**src/rtl/rfpm_pkg.sv**
```systemverilog
package rfpm_pkg;

  typedef enum logic [2:0] {
    CMD_NOP      = 3'd0,
    CMD_PRE_ALL  = 3'd1,
    CMD_AREF     = 3'd2,
    CMD_SR_ENTER = 3'd3,
    CMD_SR_EXIT  = 3'd4,
    CMD_PD_ENTER = 3'd5,
    CMD_PD_EXIT  = 3'd6
  } cmd_e;

  typedef enum logic [3:0] {
    ST_IDLE,
    ST_GRANT,
    ST_PRE_REF,
    ST_AREF,
    ST_PRE_SR,
    ST_SR_ENT,
    ST_SELF,
    ST_SR_EXIT,
    ST_PD_ENT,
    ST_PWRDN,
    ST_PD_EXIT
  } state_e;

endpackage

```
**src/rtl/rfpm_rate_timer.sv**
```systemverilog
module rfpm_rate_timer #(
  parameter int          RATE_W   = 13,
  parameter int          TRFC_W   = 5,
  parameter int unsigned RATE_RST = 'h80,
  parameter int unsigned RATE_MIN = 'h20
) (
  input  logic              clk,
  input  logic              rst_n,
  input  logic              full_rate,
  input  logic              rate_wr,
  input  logic [RATE_W-1:0] rate_val,
  input  logic [TRFC_W-1:0] trfc,
  input  logic              ack,
  output logic              pending
);

  localparam logic [RATE_W-1:0] RST_VAL = RATE_W'(RATE_RST);
  localparam logic [RATE_W-1:0] MIN_VAL = RATE_W'(RATE_MIN);
  localparam logic [RATE_W-1:0] ONE     = RATE_W'(1);

  logic [RATE_W-1:0] rate_q, rate_d;
  logic [RATE_W-1:0] cnt_q, cnt_d;
  logic              phase_q, pend_q, pend_d;
  logic              tick, due;

  assign tick = full_rate | phase_q;

  always_comb begin
    rate_d = rate_q;
    cnt_d  = cnt_q;
    due    = 1'b0;
    if (rate_wr) begin
      rate_d = (rate_val < MIN_VAL) ? RATE_W'({trfc, 1'b1}) : rate_val;
      cnt_d  = '0;
    end else if (tick) begin
      if (cnt_q == rate_q - ONE) begin
        cnt_d = '0;
        due   = 1'b1;
      end else begin
        cnt_d = cnt_q + ONE;
      end
    end
    pend_d = due | (pend_q & ~ack);
  end

  always_ff @(posedge clk or negedge rst_n) begin
    if (!rst_n) begin
      rate_q  <= RST_VAL;
      cnt_q   <= '0;
      phase_q <= 1'b0;
      pend_q  <= 1'b0;
    end else begin
      rate_q  <= rate_d;
      cnt_q   <= cnt_d;
      phase_q <= ~phase_q;
      pend_q  <= pend_d;
    end
  end

  assign pending = pend_q;


  cnt_range_chk: assert property (@(posedge clk) disable iff (!rst_n)
    cnt_q < rate_q);


  due_sets_pend_chk: assert property (@(posedge clk) disable iff (!rst_n)
    due |=> pend_q);

endmodule

```
**src/rtl/rfpm_gap_timer.sv**
```systemverilog
module rfpm_gap_timer #(
  parameter int GAP_W = 5
) (
  input  logic             clk,
  input  logic             rst_n,
  input  logic             load,
  input  logic [GAP_W-1:0] load_val,
  output logic             zero
);

  logic [GAP_W-1:0] gap_q, gap_d;

  always_comb begin
    if (load)
      gap_d = load_val;
    else if (gap_q != '0)
      gap_d = gap_q - GAP_W'(1);
    else
      gap_d = gap_q;
  end

  always_ff @(posedge clk or negedge rst_n) begin
    if (!rst_n) gap_q <= '0;
    else        gap_q <= gap_d;
  end

  assign zero = (gap_q == '0);


  gap_count_chk: assert property (@(posedge clk) disable iff (!rst_n)
    (gap_q != '0 && !load) |=> gap_q == $past(gap_q) - GAP_W'(1));

endmodule

```
**src/rtl/rfpm_fsm.sv**
```systemverilog
module rfpm_fsm
  import rfpm_pkg::*;
#(
  parameter int TRFC_W = 5,
  parameter int TRP_W  = 3,
  parameter int TXS_W  = 5,
  parameter int GAP_W  = 5
) (
  input  logic              clk,
  input  logic              rst_n,
  input  logic              gap_zero,
  input  logic              pending,
  input  logic              acc_req,
  input  logic              sr_req,
  input  logic              pd_req,
  input  logic              pd_refresh,
  input  logic [TRFC_W-1:0] trfc,
  input  logic [TRP_W-1:0]  trp,
  input  logic [TXS_W-1:0]  txs,
  output cmd_e              cmd_o,
  output logic              cke_o,
  output logic              grant_o,
  output logic              ack_o,
  output logic              gap_load,
  output logic [GAP_W-1:0]  gap_val
);

  state_e state_q, state_d, pick;

  // priority: due refresh, then access, then self refresh, then power down
  always_comb begin
    if (pending)      pick = ST_PRE_REF;
    else if (acc_req) pick = ST_GRANT;
    else if (sr_req)  pick = ST_PRE_SR;
    else if (pd_req)  pick = ST_PD_ENT;
    else              pick = ST_IDLE;
  end

  always_comb begin
    state_d  = state_q;
    cmd_o    = CMD_NOP;
    cke_o    = 1'b1;
    ack_o    = 1'b0;
    gap_load = 1'b0;
    gap_val  = '0;
    unique case (state_q)
      ST_IDLE:    if (gap_zero) state_d = pick;
      ST_GRANT:   if (!acc_req) state_d = ST_IDLE;
      ST_PRE_REF: if (gap_zero) begin
        cmd_o = CMD_PRE_ALL; gap_load = 1'b1; gap_val = GAP_W'(trp);
        state_d = ST_AREF;
      end
      ST_AREF:    if (gap_zero) begin
        cmd_o = CMD_AREF; gap_load = 1'b1; gap_val = GAP_W'(trfc);
        ack_o = 1'b1; state_d = ST_IDLE;
      end
      ST_PRE_SR:  if (gap_zero) begin
        cmd_o = CMD_PRE_ALL; gap_load = 1'b1; gap_val = GAP_W'(trp);
        state_d = ST_SR_ENT;
      end
      ST_SR_ENT:  if (gap_zero) begin
        cmd_o = CMD_SR_ENTER; cke_o = 1'b0; ack_o = 1'b1;
        state_d = ST_SELF;
      end
      ST_SELF: begin
        cke_o = 1'b0; ack_o = 1'b1;
        if (acc_req || !sr_req) state_d = ST_SR_EXIT;
      end
      ST_SR_EXIT: begin
        cmd_o = CMD_SR_EXIT; gap_load = 1'b1; gap_val = GAP_W'(txs);
        state_d = ST_IDLE;
      end
      ST_PD_ENT:  if (gap_zero) begin
        cmd_o = CMD_PD_ENTER; cke_o = 1'b0; state_d = ST_PWRDN;
      end
      ST_PWRDN: begin
        cke_o = 1'b0;
        if (acc_req || sr_req || !pd_req || (pd_refresh && pending))
          state_d = ST_PD_EXIT;
      end
      ST_PD_EXIT: begin
        cmd_o = CMD_PD_EXIT; state_d = ST_IDLE;
      end
      default:    state_d = ST_IDLE;
    endcase
  end

  always_ff @(posedge clk or negedge rst_n) begin
    if (!rst_n) state_q <= ST_IDLE;
    else        state_q <= state_d;
  end

  assign grant_o = (state_q == ST_GRANT);


  grant_quiet_chk: assert property (@(posedge clk) disable iff (!rst_n)
    grant_o |-> (cmd_o == CMD_NOP && cke_o));


  cke_low_cmd_chk: assert property (@(posedge clk) disable iff (!rst_n)
    !cke_o |-> (cmd_o inside {CMD_NOP, CMD_SR_ENTER, CMD_PD_ENTER}));


  sr_wake_chk: assert property (@(posedge clk) disable iff (!rst_n)
    (state_q == ST_SELF && acc_req) |=> cmd_o == CMD_SR_EXIT);

endmodule

```
**src/rtl/sdram_refresh_ctl.sv**
```systemverilog
module sdram_refresh_ctl
  import rfpm_pkg::*;
#(
  parameter int          RATE_W   = 13,
  parameter int          TRFC_W   = 5,
  parameter int          TRP_W    = 3,
  parameter int          TXS_W    = 5,
  parameter int unsigned RATE_RST = 'h80,
  parameter int unsigned RATE_MIN = 'h20
) (
  input  logic              clk,
  input  logic              rst_n,
  input  logic              full_rate,
  input  logic              rate_wr,
  input  logic [RATE_W-1:0] rate_val,
  input  logic [TRFC_W-1:0] t_rfc,
  input  logic [TRP_W-1:0]  t_rp,
  input  logic [TXS_W-1:0]  t_xs,
  input  logic              sr_req,
  input  logic              pd_req,
  input  logic              pd_refresh,
  input  logic              acc_req,
  output logic [2:0]        cmd,
  output logic              cke,
  output logic              grant
);

  localparam int GAP_A = (TRFC_W > TRP_W) ? TRFC_W : TRP_W;
  localparam int GAP_W = (GAP_A > TXS_W) ? GAP_A : TXS_W;

  logic [1:0]       rs_q;
  logic             srst_n;
  logic             pending, ack, gap_zero, gap_load;
  logic [GAP_W-1:0] gap_val;
  cmd_e             cmd_w;

  always_ff @(posedge clk or negedge rst_n) begin
    if (!rst_n) rs_q <= 2'b00;
    else        rs_q <= {rs_q[0], 1'b1};
  end
  assign srst_n = rs_q[1];

  rfpm_rate_timer #(
    .RATE_W(RATE_W), .TRFC_W(TRFC_W), .RATE_RST(RATE_RST), .RATE_MIN(RATE_MIN)
  ) u_rate (
    .clk(clk), .rst_n(srst_n), .full_rate(full_rate), .rate_wr(rate_wr),
    .rate_val(rate_val), .trfc(t_rfc), .ack(ack), .pending(pending)
  );

  rfpm_gap_timer #(.GAP_W(GAP_W)) u_gap (
    .clk(clk), .rst_n(srst_n), .load(gap_load), .load_val(gap_val), .zero(gap_zero)
  );

  rfpm_fsm #(
    .TRFC_W(TRFC_W), .TRP_W(TRP_W), .TXS_W(TXS_W), .GAP_W(GAP_W)
  ) u_fsm (
    .clk(clk), .rst_n(srst_n), .gap_zero(gap_zero), .pending(pending),
    .acc_req(acc_req), .sr_req(sr_req), .pd_req(pd_req), .pd_refresh(pd_refresh),
    .trfc(t_rfc), .trp(t_rp), .txs(t_xs), .cmd_o(cmd_w), .cke_o(cke),
    .grant_o(grant), .ack_o(ack), .gap_load(gap_load), .gap_val(gap_val)
  );

  assign cmd = cmd_w;

endmodule

```
**config.mk**
```make
export PLATFORM = sky130hd
export DESIGN_NAME = sdram_refresh_ctl
export DESIGN_NICKNAME = d
export VERILOG_FILES = /design/src/rtl/rfpm_pkg.sv /design/src/rtl/rfpm_rate_timer.sv /design/src/rtl/rfpm_gap_timer.sv /design/src/rtl/rfpm_fsm.sv /design/src/rtl/sdram_refresh_ctl.sv
export SDC_FILE = /design/constraint.sdc
export NUM_CORES = 1
export LEC_CHECK = 0
export BUFFER_PORTS_ARGS = -buffer_cell sky130_fd_sc_hd__buf_2
export CAP_MARGIN = 20
export CORE_ASPECT_RATIO = 1.4
export CORE_MARGIN = 8
export CORE_UTILIZATION = 25
export DETAILED_ROUTE_END_ITERATION = 10
export SETUP_SLACK_MARGIN = 0.2
export SYNTH_ARGS = -nofsm -noshare
export SYNTH_HDL_FRONTEND = slang
export SYNTH_SLANG_ARGS = --single-unit
```
**constraint.sdc**
```tcl
create_clock -name clk -period 1.3 [get_ports clk]
set_input_delay 0.065 -clock clk [delete_from_list [all_inputs] [get_ports clk]]
set_output_delay 0.065 -clock clk [all_outputs]
set_load 0.05 [all_outputs]
```
Word level (Yosys, flattened, before mapping)
Cells that the tools add are included.
{"block": "classes", "addsub": 3, "n_lt_le_gt_ge": 1, "eq_ne": 20, "mux": 36, "bitwise": 5, "n_reduce_logical": 18}
{"cell": "$mux W13", "count": 4}
{"cell": "$mux W4", "count": 13}
{"cell": "$pmux W4 S9", "count": 1}
{"cell": "$pmux W3 S6", "count": 1}
{"cell": "$eq A4 B3 Y1 const B", "count": 4}
{"cell": "$mux W5", "count": 3}
{"cell": "$pmux W5 S3", "count": 1}
{"cell": "$ne A2 B2 Y1 const B", "count": 7}
{"cell": "$add A13 B1 Y13 const B", "count": 1}
{"cell": "$eq A13 B13 Y1", "count": 1}
{"cell": "$lt A13 B6 Y1 const B", "count": 1}
{"cell": "$sub A13 B1 Y13 const B", "count": 1}
{"cell": "$eq A4 B4 Y1 const B", "count": 3}
{"cell": "$reduce_and A9 Y1", "count": 1}
{"cell": "$eq A4 B2 Y1 const B", "count": 2}
{"cell": "$reduce_or A2 Y1", "count": 4}
{"cell": "$mux W1", "count": 6}
{"cell": "$mux W3", "count": 2}
{"cell": "$pmux W1 S2", "count": 3}
{"cell": "$logic_not A5 Y1", "count": 1}
{"cell": "$reduce_bool A5 Y1", "count": 1}
{"cell": "$sub A5 B1 Y5 const B", "count": 1}
{"cell": "$eq A4 B1 Y1 const B", "count": 1}
{"cell": "$logic_not A4 Y1", "count": 1}
{"cell": "other kinds (10)", "count": 19}
{"block": "totals", "ff_bits": 39, "output_inout_bits": 5}

Longest topological paths before layout
Gate-level depths: netlist (run 1).
{"block": "logic_depth", "depth_word": 6, "mapped_depth": 10}

Hierarchy
From an unflattened synthesis (run 1), not the netlist that was laid out.
{"block": "unflattened", "cells_unflattened": 319, "area_unflattened_um2": 2795.2}
{"mod": "rfpm_rate_timer", "instances": 1, "cells_each": 201, "area_each_um2": 1834.3, "seq_area_each_um2": 701.9}
{"mod": "rfpm_fsm", "instances": 1, "cells_each": 88, "area_each_um2": 628.1, "seq_area_each_um2": 100.1}
{"mod": "rfpm_gap_timer", "instances": 1, "cells_each": 27, "area_each_um2": 279.0, "seq_area_each_um2": 125.1}
{"mod": "sdram_refresh_ctl", "instances": 1, "cells_each": 3, "area_each_um2": 53.8, "seq_area_each_um2": 50.0}

Worst setup path after synthesis (run 1)
Ideal clock, no wire load.
{"block": "synth_path", "path_type": "register -> register", "startpoint": "register u_rate.rate_q[5]", "endpoint": "register u_rate.cnt_q[10]", "setup_ns": 0.135, "arrival_time_ns": 2.412, "t_required_ns": 1.165, "path_slack_ns": -1.247, "path_stages_with_launch": 10, "n_path_buf": 2, "synth_period_minus_slack_ns": 2.547, "cell_sequence": "dfrtp_1 > clkbuf_2 > or4_4 > o41ai_4 > mux2i_1 > o22a_1 > or4_1 > buf_6 > nor2_8 > nor3_1"}
{"block": "synth_between", "elab_chain_len": 5}
{"item": "start: declaration", "line_no": "rfpm_rate_timer.sv:21", "rtl": "logic [RATE_W-1:0] rate_q, rate_d;"}
{"item": "start signal: assignment", "line_no": "rfpm_rate_timer.sv:53", "rtl": "rate_q <= rate_d;"}
{"item": "$sub A13 B1 Y13", "line_no": "rfpm_rate_timer.sv:36", "rtl": "if (cnt_q == rate_q - ONE) begin"}
{"item": "$eq A13 B13 Y1", "line_no": "rfpm_rate_timer.sv:36"}
{"item": "$mux W13", "line_no": "rfpm_rate_timer.sv:36"}
{"item": "$mux W13", "line_no": "rfpm_rate_timer.sv:35", "rtl": "end else if (tick) begin"}
{"item": "$mux W13", "line_no": "rfpm_rate_timer.sv:32", "rtl": "if (rate_wr) begin"}
{"item": "end signal: assignment", "line_no": "rfpm_rate_timer.sv:54", "rtl": "cnt_q <= cnt_d;"}
{"item": "end: declaration", "line_no": "rfpm_rate_timer.sv:22", "rtl": "logic [RATE_W-1:0] cnt_q, cnt_d;"}
No other way between the ends. The select of a mux whose other input is x is not followed.
A chain may end at the register's enable or synchronous reset.

Worst setup path in the final report (run 1)
{"block": "layout_path", "startpoint": "register u_rate.rate_q[6]", "endpoint": "register u_rate.cnt_q[9]"}
Same word-level chain as after synthesis.

==> impl_results.md, run 1 <==
* Leak pwr at between 1.5 and 2 nW
* Power Density at between 1500 and 2000 mW/mm^2
* Hold Path Class: in -> reg
* Setup crit end kind: flip-flop
* Slowest cell on the critical path: or4_4
* DRT Wirelength at 8734 microns
* WP data arrival at approximately 2.7 ns
* Sw Share at 37.54%
* Total GRT Usage at 12.53%
* Kind of critical path: reg -> reg
* Critical R2R Launch: u_rate.rate_q[6]$_DFFE_PN0P_
* # IOs at 39
* Max Cap Viol at 0
* Max Freq at 395.7 MHz
* Pre-CTS setup slack at -1.292 ns
* Status: finished with violations
* Fill cells at 1019
* Cells on Worst Hold Path at 3
* Smallest setup slack after layout at -1.227 ns
* Synth async-reset ratio at 100.0%
* Antenna viol nets, final at 0
* RR Endpoint: u_rate.cnt_q[9]$_DFFE_PN0P_
* Clock-pin slew of the registers on the worst-case setup and hold paths at approximately 0.06 ns
* Global route total overflow at 0
* Dpl hpwl at approximately 6500 microns
* Largest net degree at the start of global routing at 22
* EDFF count, synth at 0
* Post-synthesis cell type count at 60
* Final hold slack at 0.01387 ns
* Fin util at 41.86%
* Minimum clock period at about 2.5 ns
* Synthesized area per cell at 8.577 sq um
* #FFs+latches synth at 39
* Antenna violations before repair at 0
* Syn-to-layout area delta at 62.96%
* Die area at between 0.01 and 0.015 sq mm
* PortBufs at 38
* Commonest non-fill, non-tap cells in the layout: buf_4, dfrtp_1, buf_2, nor2_1, nand2_1
* TritonCTS Buffers at 5
* Final hold vios at 0
* Main synth FF type: dfrtp_1
* Worst-Skew Late Latency at 0.29 ns
* Initial core utilization at 25.69%
* Worst Hold Endpoint: u_rate.rate_q[6]$_DFFE_PN0P_
* RSZ-0062 raised after global routing: true
* First-pass GRT wire length at 14480 microns
* Int Pwr at around 4.4 mW
* Worst EP required at 1.47 ns
* Worst Path Max Fanout at 7
* Drt first pass iters at 4
* Commonest non-fill, non-tap cell in the layout: buf_4
* R2r setup slk at -1.23 ns
* GP Congestion at 0.8683
* Peak VDD IR at 0.0005012 V
* Clock root buffer: clkbuf_16
* Sequential area share after synthesis at 36.75%
* Tcrit/Tclk final at 194.4%
* Hold path start: rate_val[6]
* Layout cells sized above 1 at 48.65%
* Mapped Area at 0.002659 sq mm
* Clock power frac at 20.7%
* H-tree Lvls at 2
* # clock sinks at 39
* FP Rows at 44
* Gate power share at 56.2%
* Cells after Synth at 310
* Worst-case clock buffer depth at 2
* Fin nets at 480
* Vias in the first global route at 3147
* DR vias at just under 3000
* Die X at 103.2 microns
* Initial DRC count at 139
* FF-to-FF path depth at 8
* Ys Warns at 0
* Sequential share of power at 23.2%
* Setup violators final at 28
* Vias/cell at 4.993
* CTS tree: yes
* Critical path cell sequence: or4_4 -> o41ai_4 -> mux2i_1 -> o22a_1 -> or4_4 -> buf_6 -> nor2_8 -> nor3_1
* Slew Viols, Final at 0
* CP dominant cell by count: or4_4
* Setup Skew at 0.003892 ns
* Element type at the critical path start: flip-flop
* Antenna cells at 0
* Worst path bufs/invs at 1
* Failing checks: setup timing
* NetSw at 2.615 mW
* Die Y at 138.0 microns
* DRC viols at 0
* WL/cell at around 15 microns
* CP max stage delay at 0.60 ns
* Net count after synthesis at about 350
* Crit path max-delay family: simple AND/OR/NAND/NOR gates
* Core area at 0.01035 sq mm
-- per-stage QoR --
stage,TNS (ns),power (mW),cell area [sq um],instances
2_1_floorplan,-21.32,3.559,2877,310
3_3_place_gp,-22.40,4.562,3766,557
3_5_place_dp,-22.98,4.621,3766,557
4_1_cts,-23.21,6.691,4237,578
5_1_grt,-25.59,7.385,4333,582
6_report,-23.54,6.965,4333,582
-- logic make-up after synthesis --
logic type / Yosys count / share of synthesized area (%)
AND/OR/NAND/NOR: 132 / 26.40
AO/OA/AOI/OAI: 71 / 19.15
flip-flops: 39 / 36.75
buffers and inverters: 33 / 5.317
XOR/XNOR: 24 / 7.906
multiplexers: 7 / 2.917
adder cells (fa/ha/maj): 3 / 1.412
other: 1 / 0.1410
-- Yosys cell counts (2+ instances only) --
library cell	instances	area (sq um)
dfrtp_1	38	950.9
nor2_1	30	112.6
nand2_1	25	93.84
o21ai_0	17	85.08
clkbuf_1	16	60.06
nor3_1	16	80.08
nor4_1	14	87.58
a21oi_1	13	65.06
xor2_1	13	113.9
inv_1	12	45.04
xnor2_1	11	96.34
a31oi_1	10	62.56
nand3_1	9	45.04
mux2_2	6	67.56
nand2b_1	5	31.28
and3_1	4	25.02
or3_1	4	25.02
a222oi_1	3	30.03
ha_1	3	37.54
nand3b_1	3	22.52
nand4_1	3	18.77
nor2b_1	3	18.77
o211ai_1	3	22.52
o21a_1	3	22.52
o31ai_1	3	22.52
a2111oi_0	2	17.52
a21o_1	2	15.01
a22oi_1	2	15.01
and2_1	2	12.51
buf_6	2	22.52
clkbuf_2	2	10.01
nor4b_1	2	17.52
or4_1	2	15.01
-- state kept, by name, indices dropped and copies added, names as in the netlist --
| name | flops |
|---|---|
| u_rate.phase_q | 1 |
| u_rate.pending | 1 |
| rs_q | 2 |
| u_rate.rate_q | 13 |
| u_rate.cnt_q | 13 |
| u_fsm.state_q | 4 |
| u_gap.gap_q | 5 |
-- metal layers --
metal | track usage [%] | vias to the layer above | wire [microns]
li1 | - | 1396 | -
met1 | 12.64 | 1397 | 3215
met2 | 23.01 | 83 | 4742
met3 | 2.362 | 30 | 456
met4 | 6.733 | 0 | 319
met5 | 0 | - | 0
-- tightest hold or removal path, delay by kind of cell --
family | cells | cell delay (ns)
buffers and inverters | 1 | 0.10
AND/OR/NAND/NOR | 1 | 0.05
AO/OA/AOI/OAI | 1 | 0.06
-- layout make-up --
type                    count  area, sq um  area share, %
multi-input cells         238         1851          42.71
flip-flops and latches     39        979.7          22.61
clock buffers               5        125.1          2.888
repair buffers            147         1112          25.67
clock inverters             3        47.55          1.097
inverters                  12        45.04          1.040
well taps                 138        172.7          3.985
-- timing repair --
item                       in CTS  in global routing
gates cloned                    1                  0
gates resized for setup        49                 15
pin swaps                      17                  7
setup endpoints to repair      28                 28
hold endpoints to repair        2                  0
setup buffers                  11                  4
hold buffers                    1                  0
-- how the worst max path moves through the flow --
stage                     cells after the start                    startpoint  slack (ns)                           end
after floorplan                               9  u_rate.rate_q[1]$_DFFE_PN0P_       -1.17  u_rate.cnt_q[10]$_DFFE_PN0P_
after global placement                        8  u_rate.rate_q[1]$_DFFE_PN0P_       -1.25   u_rate.cnt_q[8]$_DFFE_PN0P_
after detailed placement                     10  u_rate.rate_q[0]$_DFFE_PN0P_       -1.29   u_rate.cnt_q[9]$_DFFE_PN0P_
after CTS                                     8  u_rate.rate_q[5]$_DFFE_PN0P_       -1.24   u_rate.cnt_q[9]$_DFFE_PN0P_
after global routing                          8  u_rate.rate_q[6]$_DFFE_PN0P_       -1.32   u_rate.cnt_q[9]$_DFFE_PN0P_
final                                         8  u_rate.rate_q[6]$_DFFE_PN0P_       -1.23   u_rate.cnt_q[9]$_DFFE_PN0P_
-- power groups by stage --
stage | Sequential, mW | Clock, mW | Combinational, mW
after floorplan | 1.58 | 0 | 1.98
final | 1.61 | 1.44 | 3.91
after global placement | 1.60 | 0 | 2.96
after global routing | 1.64 | 1.51 | 4.24
after CTS | 1.60 | 1.46 | 3.62
after detailed placement | 1.60 | 0 | 3.02
No activity file was read; power rests on OpenSTA's default activity.
==> run 2: changes to the inputs <==
MAX_ROUTING_LAYER = met4   (was not set)
==> impl_results.md, run 2 (synthesis gave the netlist of run 1 again) <==
* Die area at 0.01424 sq mm (unchanged)
* Register area at 979.7 sq um (unchanged)
* Total GRT Usage at 12.33% (-0.21 points)
* Syn-to-layout area delta at 61.04%
* R2r setup slk at -1.23 ns (about the same)
* Antenna violations before repair at 0 (unchanged)
* Commonest non-fill, non-tap cell in the layout: buf_4
* PortBufs at 38 (unchanged)
* Leak pwr at 1.869 nW (-0.79%)
* Die X at 103.2 microns (unchanged)
* Dpl hpwl at 6429 microns (-1.2%)
* WP data arrival at 2.69 ns (about the same)
* Smallest setup slack after layout at -1.225 ns (+0.001830 ns)
* Antenna viol nets, final at 0 (unchanged)
* Worst-Skew Late Latency at 0.28 ns (about the same)
* Gate power share at 56.2% (about the same)
* Initial DRC count at 102 (-27%)
* Status: finished with violations
* Die Y at 138.0 microns (unchanged)
* DR vias at 2830 (-2.6%)
* GP Congestion at 0.8768 (+0.98%)
* Fin nets at 481 (+0.21%)
* Power Density at 1556 mW/mm^2 (-3.2%)
* Max Cap Viol at 0 (unchanged)
* DRC viols at 0 (unchanged)
* Vias in the first global route at 2966 (-5.8%)
* Final hold vios at 0 (unchanged)
* Clock root buffer: clkbuf_16
* Element type at the critical path start: flip-flop
* Worst Hold Endpoint: u_rate.rate_q[6]$_DFFE_PN0P_
* Slew Viols, Final at 0 (unchanged)
* # IOs at 39 (unchanged)
* TritonCTS Buffers at 5 (unchanged)
* CTS tree: yes
* Multi-input gate area at 0.001817 sq mm (-1.8%)
* Clock power frac at 19.1% (-1.6 points)
* RSZ-0062 raised after global routing: true
* Sequential share of power at 24.6% (+1.4 points)
* Core area at 0.01035 sq mm (unchanged)
* Fill cells at 1042 (+2.3%)
* Worst Path Max Fanout at 4 (-3)
* Vias/cell at 4.854 (-2.8%)
* Critical R2R Launch: u_rate.rate_q[3]$_DFFE_PN0P_
* Hold Path Class: in -> reg
* Largest net degree at the start of global routing at 22 (unchanged)
* Peak VDD IR at 0.0005676 V (+13%)
* Antenna cells at 0 (unchanged)
* Hold path start: rate_val[6]
* Commonest non-fill, non-tap cells in the layout: buf_4, dfrtp_1, buf_2, nor2_1, nand2_1
* Failing checks: setup timing
* Global route total overflow at 0 (unchanged)
* Pre-CTS setup slack at -1.302 ns (-0.009600 ns)
* Tcrit/Tclk final at 194.3% (about the same)
* FF-to-FF path depth at 9 (+1)
* Kind of critical path: reg -> reg
* NetSw at 2.501 mW (-4.3%)
* First-pass GRT wire length at 13950 microns (-3.6%)
* Fin util at 41.37% (-0.50 points)
* Worst-case clock buffer depth at 2 (unchanged)
* Max Freq at 396.0 MHz (about the same)
* Initial core utilization at 25.69% (unchanged)
* RR Endpoint: u_rate.cnt_q[5]$_DFFE_PN0P_
* Setup crit end kind: flip-flop
* Minimum clock period at 2.525 ns (-0.001830 ns)
* # clock sinks at 39 (unchanged)
* Clock-pin slew of the registers on the worst-case setup and hold paths at 0.06 ns (about the same)
* Int Pwr at 4.160 mW (-4.4%)
* Setup violators final at 28 (unchanged)
* Worst EP required at 1.46 ns (about the same)
* Post-route cell area at 0.004282 sq mm (-1.2%)
* Layout cells sized above 1 at 48.76% (+0.12 points)
* Sw Share at 37.55% (about the same)
* WL/cell at 14.62 microns (-2.6%)
* H-tree Lvls at 2 (unchanged)
* Setup Skew at 0.002818 ns (-0.001074 ns)
* DRT Wirelength at 8521 microns (-2.4%)
* FP Rows at 44 (unchanged)
* Post-DP Area at 0.003774 sq mm (+0.20%)
* Top Registers: u_rate.cnt_q: 13 flops, u_rate.rate_q: 13 flops, u_gap.gap_q: 5 flops
* Cells on Worst Hold Path at 3 (unchanged)
* Drt first pass iters at 4 (unchanged)
-- run 2: area by class of cell --
cell class              count  share of cell area, %
multi-input cells         238                  42.43
repair buffers            148                  25.98
flip-flops and latches     39                  22.88
well taps                 138                  4.033
clock buffers               6                  3.244
inverters                  12                  1.052
clock inverters             2                 0.3799
-- run 2: timing repair --
item | in CTS | in global routing
buffers inserted | 7 | 8
pin swaps | 17 | 10
hold endpoints to repair | 2 | 0
resized for setup | 40 | 18
endpoints found under the setup margin | 28 | 28
gates cloned | 0 | 1
hold buffers | 1 | 0
-- run 2: metal layers --
layer  part of all wire [%]  global-route usage (%)
met1                     39                   12.72
met2                     54                   22.74
met3                    4.4                   2.010
met4                    1.8                   3.673
met5                      0                       -
-- run 2: metrics by stage --
step / TNS, ns / cells / hold slack (ns) / power [mW]
after floorplan: -21.32 / 310 / -0.2306 / 3.559
after global placement: -22.49 / 558 / -0.1505 / 4.594
after detailed placement: -23.36 / 558 / -0.1469 / 4.655
after CTS: -23.24 / 574 / 0.009337 / 6.406
after global routing: -25.61 / 583 / 0.01237 / 7.074
final: -22.97 / 583 / 0.01172 / 6.661
-- run 2: power by group through the flow --
stage	clock (mW)	sequential [mW]	combinational, mW
5_1_grt	1.35	1.66	4.06
3_5_place_dp	0	1.62	3.04
3_3_place_gp	0	1.61	2.98
2_1_floorplan	0	1.58	1.98
4_1_cts	1.30	1.61	3.50
6_report	1.27	1.64	3.75
-- run 2: how the worst max path moves through the flow --
stage | startpoint | to | slack [ns] | depth (start not counted)
after CTS | u_rate.rate_q[3]$_DFFE_PN0P_ | u_rate.cnt_q[10]$_DFFE_PN0P_ | -1.22 | 9
after detailed placement | u_rate.rate_q[0]$_DFFE_PN0P_ | u_rate.cnt_q[10]$_DFFE_PN0P_ | -1.30 | 8
after floorplan | u_rate.rate_q[1]$_DFFE_PN0P_ | u_rate.cnt_q[10]$_DFFE_PN0P_ | -1.17 | 9
after global routing | u_rate.rate_q[6]$_DFFE_PN0P_ | u_rate.cnt_q[10]$_DFFE_PN0P_ | -1.32 | 8
after global placement | u_rate.rate_q[0]$_DFFE_PN0P_ | u_rate.cnt_q[8]$_DFFE_PN0P_ | -1.26 | 8
final | u_rate.rate_q[3]$_DFFE_PN0P_ | u_rate.cnt_q[5]$_DFFE_PN0P_ | -1.23 | 9
-- run 2: critical path, cell delays in order, from the launching register on --
cell	delay, ns
dfrtp_1	0.41
or2_4	0.27
buf_4	0.14
or4_4	0.47
a211oi_2	0.19
o32ai_1	0.12
or4_4	0.45
buf_2	0.18
o21ai_0	0.09
a21oi_1	0.09
